--- src/rtl/ldm_guard_pkg.sv ---
package ldm_guard_pkg;
    typedef enum logic [1:0] {
        SEQ_IDLE = 2'd0,
        SEQ_XFER = 2'd1,
        SEQ_WBCK = 2'd2
    } seq_state_e;
endpackage

--- src/rtl/ldm_list_scan.sv ---
module ldm_list_scan #(
    parameter int NREG = 16,
    localparam int IW = $clog2(NREG)
) (
    input  logic [NREG-1:0] vec,
    output logic [IW-1:0]   low_idx,
    output logic            only_one
);
    always_comb begin
        low_idx = '0;
        for (int k = NREG - 1; k >= 0; k--) begin
            if (vec[k]) low_idx = IW'(k);
        end
    end

    assign only_one = (vec != '0) && ((vec & (vec - NREG'(1))) == '0);
endmodule

--- src/rtl/ldm_fault_cap.sv ---
module ldm_fault_cap #(
    parameter int AW = 32,
    parameter int SW = 6
) (
    input  logic          clk,
    input  logic          rst_n,
    input  logic          cap,
    input  logic [AW-1:0] addr_in,
    input  logic [SW-1:0] stat_in,
    output logic [AW-1:0] addr_q,
    output logic [SW-1:0] stat_q
);
    typedef struct packed {
        logic [AW-1:0] addr;
        logic [SW-1:0] stat;
    } fault_t;

    fault_t f_d, f_q;

    always_comb begin
        f_d = f_q;
        if (cap) begin
            f_d.addr = addr_in;
            f_d.stat = stat_in;
        end
    end

    always_ff @(posedge clk or negedge rst_n) begin
        if (!rst_n) f_q <= '0;
        else        f_q <= f_d;
    end

    assign addr_q = f_q.addr;
    assign stat_q = f_q.stat;


    fault_load_chk: assert property (@(posedge clk) disable iff (!rst_n)
        cap |=> (addr_q == $past(addr_in)) && (stat_q == $past(stat_in)));
endmodule

--- src/rtl/ldm_abort_guard.sv ---
module ldm_abort_guard #(
    parameter int NREG = 16,
    parameter int AW = 32,
    localparam int IW = $clog2(NREG),
    localparam int SW = IW + 2
) (
    input  logic            clk,
    input  logic            rst_n,
    input  logic            start,
    input  logic [NREG-1:0] reg_list,
    input  logic [IW-1:0]   base_idx,
    input  logic            wb_en,
    input  logic            is_load,
    input  logic            mem_abort,
    input  logic [AW-1:0]   mem_addr,
    output logic            busy,
    output logic            xfer_valid,
    output logic [IW-1:0]   xfer_idx,
    output logic            rf_we,
    output logic            wb_we,
    output logic [IW-1:0]   wb_idx,
    output logic            abort_req,
    output logic [AW-1:0]   fault_addr,
    output logic [SW-1:0]   fault_status
);
    import ldm_guard_pkg::*;

    typedef struct packed {
        seq_state_e      st;
        logic [NREG-1:0] rem;
        logic [IW-1:0]   base;
        logic            wb;
        logic            load;
        logic            base_in;
        logic            aborted;
    } seq_t;

    seq_t s_d, s_q;

    logic [IW-1:0]   scan_idx;
    logic            scan_last;
    logic [NREG-1:0] cur_bit;
    logic            first_abort;
    logic [SW-1:0]   stat_code;

    ldm_list_scan #(.NREG(NREG)) u_scan (
        .vec      (s_q.rem),
        .low_idx  (scan_idx),
        .only_one (scan_last)
    );

    assign cur_bit = {{(NREG-1){1'b0}}, 1'b1} << scan_idx;

    always_comb begin
        s_d = s_q;
        unique case (s_q.st)
            SEQ_IDLE: begin
                if (start && (reg_list != '0)) begin
                    s_d.st      = SEQ_XFER;
                    s_d.rem     = reg_list;
                    s_d.base    = base_idx;
                    s_d.wb      = wb_en;
                    s_d.load    = is_load;
                    s_d.base_in = reg_list[base_idx];
                    s_d.aborted = 1'b0;
                end
            end
            SEQ_XFER: begin
                s_d.rem     = s_q.rem & ~cur_bit;
                s_d.aborted = s_q.aborted | mem_abort;
                if (scan_last) s_d.st = SEQ_WBCK;
            end
            SEQ_WBCK: s_d.st = SEQ_IDLE;
            default:  s_d.st = SEQ_IDLE;
        endcase
    end

    always_ff @(posedge clk or negedge rst_n) begin
        if (!rst_n) begin
            s_q    <= '0;
            s_q.st <= SEQ_IDLE;
        end else begin
            s_q <= s_d;
        end
    end

    assign busy       = (s_q.st != SEQ_IDLE);
    assign xfer_valid = (s_q.st == SEQ_XFER);
    assign xfer_idx   = scan_idx;
    assign rf_we      = xfer_valid && s_q.load && !s_q.aborted && !mem_abort;
    assign wb_we      = (s_q.st == SEQ_WBCK) && s_q.wb &&
                        (!s_q.load || !s_q.base_in || s_q.aborted);
    assign wb_idx     = s_q.base;
    assign abort_req  = (s_q.st == SEQ_WBCK) && s_q.aborted;

    assign first_abort = xfer_valid && mem_abort && !s_q.aborted;
    assign stat_code   = {s_q.load, s_q.base_in, scan_idx};

    ldm_fault_cap #(.AW(AW), .SW(SW)) u_fault (
        .clk     (clk),
        .rst_n   (rst_n),
        .cap     (first_abort),
        .addr_in (mem_addr),
        .stat_in (stat_code),
        .addr_q  (fault_addr),
        .stat_q  (fault_status)
    );


    ascend_order_chk: assert property (@(posedge clk) disable iff (!rst_n)
        (xfer_valid && $past(xfer_valid)) |-> (xfer_idx > $past(xfer_idx)));


    post_abort_block_chk: assert property (@(posedge clk) disable iff (!rst_n)
        ($past(xfer_valid && mem_abort) && xfer_valid) |-> !rf_we);


    top_reg_keep_chk: assert property (@(posedge clk) disable iff (!rst_n)
        (rf_we && xfer_idx == IW'(NREG - 1)) |-> !s_q.aborted);


    fault_hold_chk: assert property (@(posedge clk) disable iff (!rst_n)
        (xfer_valid && s_q.aborted) |=> ($stable(fault_addr) && $stable(fault_status)));


    abort_pulse_chk: assert property (@(posedge clk) disable iff (!rst_n)
        abort_req |=> (!busy && !abort_req));


    wb_slot_chk: assert property (@(posedge clk) disable iff (!rst_n)
        wb_we |-> (busy && !xfer_valid && !rf_we));
endmodule

--- config.mk ---
export PLATFORM = sky130hd
export DESIGN_NAME = ldm_abort_guard
export DESIGN_NICKNAME = d
export VERILOG_FILES = /design/src/rtl/ldm_guard_pkg.sv /design/src/rtl/ldm_list_scan.sv /design/src/rtl/ldm_fault_cap.sv /design/src/rtl/ldm_abort_guard.sv
export SDC_FILE = /design/constraint.sdc
export NUM_CORES = 1
export LEC_CHECK = 0
export BUFFER_PORTS_ARGS = -buffer_cell sky130_fd_sc_hd__buf_2
export CAP_MARGIN = 40
export CORE_AREA = 2 2 88 82
export DETAILED_ROUTE_END_ITERATION = 16
export DIE_AREA = 0 0 90 84
export PLACE_DENSITY = 0.78
export SETUP_SLACK_MARGIN = 0.4
export SYNTH_ARGS = -nofsm -noshare
export SYNTH_HDL_FRONTEND = slang
export SYNTH_SLANG_ARGS = --single-unit
--- constraint.sdc ---
create_clock -name clk -period 1.97 [get_ports clk]
set_input_delay 0.0985 -clock clk [delete_from_list [all_inputs] [get_ports clk]]
set_output_delay 0.0985 -clock clk [all_outputs]
set_load 0.02 [all_outputs]
==> results of run 1 <==
timing repair:
action / CTS / global route
endpoints found under the setup margin: 66 / 68
hold buffers: 36 / 0
cloned: 3 / 4
gates resized for setup: 68 / 55
pin swaps: 16 / 13
hold endpoints to repair: 99 / 0
buffers inserted: 30 / 5
worst max-delay path: cells and delay by family, from the launching register on:
kind            cells  cell delay [ns]
buf+inv             2             0.29
simple gates        2             0.26
compound gates      4             0.86
flops               1             0.50
layout make-up:
cell class	instances	area, um^2
diodes	1	2.502
clock buffers	9	123.9
repair buffers	199	1555
inverters	9	38.79
clock inverters	7	77.57
flip-flops and latches	64	1617
fillers	401	1336
multi-input cells	179	1882
well taps	93	116.4
cells by family after synthesis:
| logic type | after synthesis |
|---|---|
| AOI/OAI and AO/OA | 55 |
| xor gates and xnor gates | 1 |
| adders and majority gates | 1 |
| buffers and inverters | 30 |
| DFF | 64 |
| muxes | 49 |
| and+or+nand+nor | 73 |
power groups by stage:
| stage | combinational (mW) | sequential (mW) | clock (mW) |
|---|---|---|---|
| 2_1_floorplan | 2.82 | 2.86 | 0 |
| 3_3_place_gp | 4.36 | 2.53 | 0 |
| 3_5_place_dp | 4.41 | 2.55 | 0 |
| 4_1_cts | 5.93 | 2.55 | 1.17 |
| 5_1_grt | 7.33 | 2.72 | 1.26 |
| 6_report | 7.00 | 2.68 | 1.17 |
synth_stat cells (5+ instances only):
| cell | number | area, um^2 |
|---|---|---|
| a21oi_1 | 12 | 60.06 |
| dfrtp_1 | 64 | 1602 |
| buf_2 | 9 | 45.04 |
| mux2_2 | 41 | 461.7 |
| inv_1 | 7 | 26.28 |
| buf_4 | 5 | 37.54 |
| nor4_1 | 7 | 43.79 |
| nand4_1 | 5 | 31.28 |
| nand2_1 | 15 | 56.30 |
| nand2b_1 | 5 | 31.28 |
| a22o_1 | 7 | 61.31 |
| nor2_1 | 20 | 75.07 |
| o21ai_0 | 11 | 55.05 |
| clkbuf_1 | 5 | 18.77 |
| nor3_1 | 5 | 25.02 |
path summary, 6_finish.rpt:
| check | from | to | slack, ns | cells after the start |
|---|---|---|---|---|
| setup / recovery | s_q[22]$_DFFE_PN0P_ | s_q[17]$_DFFE_PN0P_ | -0.06 | 8 |
| hold / removal | reg_list[11] | s_q[19]$_DFFE_PN0P_ | 0.007 | 2 |
| setup reg to reg | s_q[22]$_DFFE_PN0P_ | s_q[17]$_DFFE_PN0P_ | -0.06 | 8 |
| hold reg to reg | wb_idx[3]$_DFFE_PN0P_ | wb_idx[3]$_DFFE_PN0P_ | 0.51 | 1 |
| max in group asynchronous | rst_n | s_q[9]$_DFFE_PN0P_ | 1.36 | 3 |
| min in group asynchronous | rst_n | u_fault.addr_q[19]$_DFFE_PN0P_ | 0.29 | 3 |
state kept, by name (all words and copies together), names as in the netlist:
signal and flops:
u_fault.stat_q 6, s_q 22, wb_idx 4, u_fault.addr_q 32
routing by layer:
metal,track usage [%],part of all wire (%),up-vias
met2,51.67,51,192
met3,7.859,6.4,47
met5,0,0,-
li1,-,-,1394
met4,7.832,4.0,0
met1,35.52,39,1617
metrics by stage:
stage	utilization (%)	hold slack [ns]	cells	area, um^2	power [mW]
after floorplan	-	-0.1971	273	3329	5.679
after global placement	58.73	0.1362	466	3964	6.890
after detailed placement	58.73	0.1402	466	3964	6.964
after CTS	75.08	0.009800	551	5067	9.654
after global routing	80.20	0.005255	561	5413	11.31
final	80.20	0.006508	561	5413	10.86
==> key figures, run 1 <==
Status
  – Status: finished, violations left
  – Failing checks: setup timing

Timing
  – Period utilisation layout: 103.0%
  – Slack of the critical path: -0.05934 ns
  – Slew @ Worst Pin: approximately 0.58 ns
  – Slew Limit Fails: 0
  – Minimum clock period: roughly 2 ns
  – Maximum operating frequency: 0.4928 GHz
  – Final setup violation count: 3
  – Setup tns final: -0.1542 ns
  – Clk_skew: 0.01536 ns
  – Max_slew headroom: 61.22%
  – Fin. Hold Viols: 0
  – RSZ-0062 raised after global routing: yes

Yosys
  – Cell variety after synth: 52
  – Async SR Flop Fraction: 100.0%
  – Synthesized flop and latch total: between 60 and 70
  – EDFF count, synth: 0
  – Post-Synth Adder-Cell Area: less than 1%
  – Mapped Area: about 0.0032 mm^2
  – Syn Inst Count: 273
  – Compound-Gate Fraction of Synth Area: around an eighth
  – Syn_area_per_cell: between 10 and 15 um^2
  – Simple-gate share of the synthesized area: a little over an eighth
  – Ys Warns: 0
  – Top FF cell, synth: dfrtp_1
  – Mux contribution to synthesized area: just under 20%
  – Syn Nets: 331
  – Main combinational cell family by area after synthesis: multiplexers
  – Synth Area in XOR/XNOR: less than 1%
  – Post-synthesis sequential area ratio: roughly half

Floorplan
  – Die height: approximately 84 um
  – Row count: 29
  – Die Wd: around 90 um
  – Top-Level Pins: between 100 and 150
  – Core Area: roughly 0.0067 mm^2
  – Die area: 0.007560 mm^2
  – Initial Util: a little under half

Clocking
  – Root buf cell: clkbuf_8
  – Clock-pin slew on the worst setup and hold paths: about 0.08 ns
  – CTS max path bufs: 2
  – CTS Sinks: 64
  – TritonCTS clock tree: done
  – H-tree depth: 3
  – Clk Latency, worst-skew pair: ~0.35 ns
  – CTS buffer count: 9

Power
  – Psw: between 4 and 5 mW
  – Part of the power in combinational logic: approximately 65%
  – Worst VDD drop: ~1300 uV
  – Sw Ratio: 44.22%
  – Power density cells: approximately 2000 mW/mm^2
  – Register share of total power: between 20% and 30%
  – Clk pwr share: 10.8%
  – Leakage: between 2 and 2.5 nW
  – Int Pwr: a little over 6 mW

Drt
  – DR WL/cell: 21.60 um
  – Final Routed Wirelength: 12.12 mm
  – Initial DRT Pass Iterations: 4
  – Routed Antenna Nets: 0
  – Routed via count: about 3300
  – DRC: 0
  – Iter 0 DRT Violations: between 200 and 250
  – Vias per inst: around 5.8

GRT
  – Initial antenna violation count: 1
  – Vias in the first global route: between 3000 and 4000
  – First-pass GRT wire length: 17.04 mm
  – Largest net degree at the start of global routing: 65
  – Global route overflow: 0
  – Total GRT Usage: ~30%

Setup path
  – Startpoint types: flip-flop
  – Slowest cell on crit path: dfrtp_2
  – CP Data Required Time: between 2 and 2.5 ns
  – Cell Chain, Critical Path: nand2b_1, a221oi_1, o221a_4, o31ai_4, buf_4, buf_4, o211ai_1, nand2_1
  – Crit path DAT: between 2 and 2.5 ns
  – Worst-path maximum fanout: 9
  – Crit. End Element: flip-flop
  – CP max stage delay: ~0.5 ns
  – Crit Path Class: reg2reg
  – Most used cell, CP: buf_4

Min path
  – HP Class: in2reg

Flow run
  – Max Cap Viol: 0

Final layout
  – Most frequent cells in the layout: buf_2, dfrtp_1, mux2_4
  – Layout Area Growth over Synthesis: 67.93%
  – Layout cell share with drive strength beyond 1: between 60 and 70%
  – Commonest non-fill, non-tap cell in the layout: buf_2
  – Layout Nets: 520

Placement
  – HPWL Detailed: between 6 and 7 mm
  – Place WS: about 0.01 ns
  – Port bufs: between 100 and 150
  – GPL Wtd Cong: just over 0.9
Note: power is estimated with default switching activity, not from simulation.
==> run 2: changes to the inputs <==
CELL_PAD_IN_SITES_DETAIL_PLACEMENT = 0   (was unset)
CELL_PAD_IN_SITES_GLOBAL_PLACEMENT = 1   (was unset)
CORE_AREA = 2 2 99 92   (was 2 2 88 82)
DIE_AREA = 0 0 101 94   (was 0 0 90 84)
PLACE_DENSITY = unset   (was 0.78)
PLACE_DENSITY_LB_ADDON = 0.1   (was unset)
==> run 2 against run 1 <==
  * The run now ends clean
  * Sequential power decreased by 5%
  * Global-route usage down 9.3 points
  * Clock-buffer cell count is 1 higher
  * Maximum frequency rose by 4.7%
  * Largest power group unchanged
==> key figures, run 2 (synthesis gave the netlist of run 1 again) <==
Setup path
  – CP max stage delay: ~0.45 ns
  – CP delay by family, top: simple AND/OR/NAND/NOR gates
  – Crit Path Class: reg2out
  – Crit path DAT: 1.84 ns
  – Worst Path Buf+Inv: 2
  – Slowest cell on crit path: dfrtp_2
  – Worst-path maximum fanout: 5
  – Startpoint types: flip-flop
  – CP Data Required Time: 1.87 ns
  – Crit. End Element: output port
  – Cell Chain, Critical Path: buf_6, nor4_4, nand2_1, a21oi_2, buf_4

Floorplan
  – Die height: roughly 94 um
  – Top-Level Pins: about 110
  – Initial Util: roughly two fifths
  – Core Area: 0.008408 mm^2
  – Row count: 32
  – Die Wd: about 100 um
  – Die area: 0.009494 mm^2

Power
  – Leakage: roughly 2.3 nW
  – Worst VDD drop: 1001 uV
  – Power Total: approximately 9.5 mW
  – Power density cells: 1876 mW/mm^2

GRT
  – Total GRT Usage: about 20%
  – Initial antenna violation count: 0
  – Vias in the first global route: just under 3000
  – Global route overflow: 0
  – Largest net degree at the start of global routing: 65
  – First-pass GRT wire length: 14.72 mm

Timing
  – Max_slew headroom: about two thirds
  – Minimum clock period: roughly 1.9 ns
  – Maximum operating frequency: between 0.5 and 0.6 GHz
  – Final setup violation count: 0
  – Slew @ Worst Pin: 0.5100 ns
  – Slew Limit Fails: 0
  – Period utilisation layout: a little over nine tenths
  – Clk_skew: between 0.01 and 0.015 ns
  – RSZ-0062 raised after global routing: yes
  – Fin. Hold Viols: 0

Final layout
  – Commonest non-fill, non-tap cell in the layout: buf_2
  – Max reg flops: 32
  – Layout Cells excl Fill: approximately 560
  – Most frequent cells in the layout: buf_2, dfrtp_1, mux2_2
  – Layout Nets: between 500 and 600
  – ANT cells: 0
  – Layout cell share with drive strength beyond 1: between 50 and 60%
  – Layout Area Growth over Synthesis: 57.69%

Clocking
  – Clock-pin slew on the worst setup and hold paths: ~0.080 ns
  – CTS Sinks: 64
  – TritonCTS clock tree: done
  – CTS max path bufs: 2
  – Root buf cell: clkbuf_8
  – Clk Latency, worst-skew pair: between 0.3 and 0.4 ns
  – H-tree depth: 3
  – CTS buffer count: 9

Min path
  – HP Class: in2reg

Drt
  – Initial DRT Pass Iterations: 5
  – DRC: 0
  – DR WL met2: around 4.9 mm
  – Iter 0 DRT Violations: roughly 210
  – WL met3: 687 um
  – Top sig layer: met4
  – WL met1: ~4.4 mm
  – Routed via count: roughly 2900
  – Final Routed Wirelength: about 10 mm
  – Routed Antenna Nets: 0
  – DR WL/cell: between 15 and 20 um
  – Vias per inst: ~5.2

Flow run
  – Max Cap Viol: 0

Placement
  – Placed Cells incl. Taps: between 400 and 500
  – HPWL Detailed: ~6.3 mm
  – Port bufs: roughly 110
  – GPL Wtd Cong: about 0.87

Status
  – Status: completed
run 2: cell type report:
cell class,instances,area (um^2)
well taps,102,127.6
inverters,9,38.79
clock inverters,6,67.56
fillers,710,3326
repair buffers,192,1448
clock buffers,10,137.6
flip-flops and latches,64,1614
multi-input cells,179,1649
run 2: power breakdown:
part	leakage, nW	internal (mW)	switching [mW]
Combinational	1.46	2.88	2.95
Sequential	0.764	1.97	0.579
Clock	0.0989	0.623	0.542
Total	2.33	5.47	4.07
run 2: metrics by stage:
step / TNS, ns / setup slack, ns / hold WS, ns / cell area, um^2 / util, %
after floorplan: 0 / 0.1912 / -0.1971 / 3329 / -
after global placement: 0 / 0.1051 / 0.1483 / 4033 / 47.96
after detailed placement: 0 / 0.07054 / 0.1474 / 4033 / 47.96
after CTS: -0.02976 / -0.02976 / 0.01214 / 4830 / 57.44
after global routing: -0.1539 / -0.05433 / 0.02883 / 5082 / 60.45
final: 0 / 0.03106 / 0.02428 / 5082 / 60.45
run 2: final timing paths:
| path | startpoint | end | slack [ns] | cells past startpoint |
|---|---|---|---|---|
| worst max-delay path | s_q[15]$_DFFE_PN0P_ | xfer_idx[3] | 0.03 | 5 |
| worst min-delay path | reg_list[3] | s_q[11]$_DFFE_PN0P_ | 0.02 | 2 |
| worst max register to register | s_q[15]$_DFFE_PN0P_ | s_q[25]$_DFFE_PN0P_ | 0.06 | 6 |
| worst min register to register | u_fault.addr_q[23]$_DFFE_PN0P_ | u_fault.addr_q[23]$_DFFE_PN0P_ | 0.50 | 1 |
| max in group asynchronous | rst_n | s_q[21]$_DFFE_PN0P_ | 1.33 | 3 |
| min in group asynchronous | rst_n | s_q[10]$_DFFE_PN0P_ | 0.29 | 3 |
run 2: routing by layer:
layer / vias to the layer above / global-route usage [%]
li1: 1378 / -
met1: 1441 / 26.79
met2: 104 / 31.89
met3: 7 / 6.324
met4: 0 / 4.505
met5: - / 0
run 2: repair_timing:
| item | 4_1_cts | 5_1_grt |
|---|---|---|
| pin swaps | 16 | 8 |
| setup endpoints to repair | 64 | 56 |
| cloned | 1 | 5 |
| hold buffers | 35 | 0 |
| hold endpoints to repair | 98 | 0 |
| setup buffers | 16 | 8 |
| gates resized for setup | 27 | 24 |
run 2: worst reg2reg max path, stage by stage, from the launching register on:
cell,delay [ns]
dfrtp_2,0.45
buf_6,0.13
nor4_4,0.41
nand4_1,0.15
o22a_1,0.20
nor4_2,0.31
and2_1,0.18
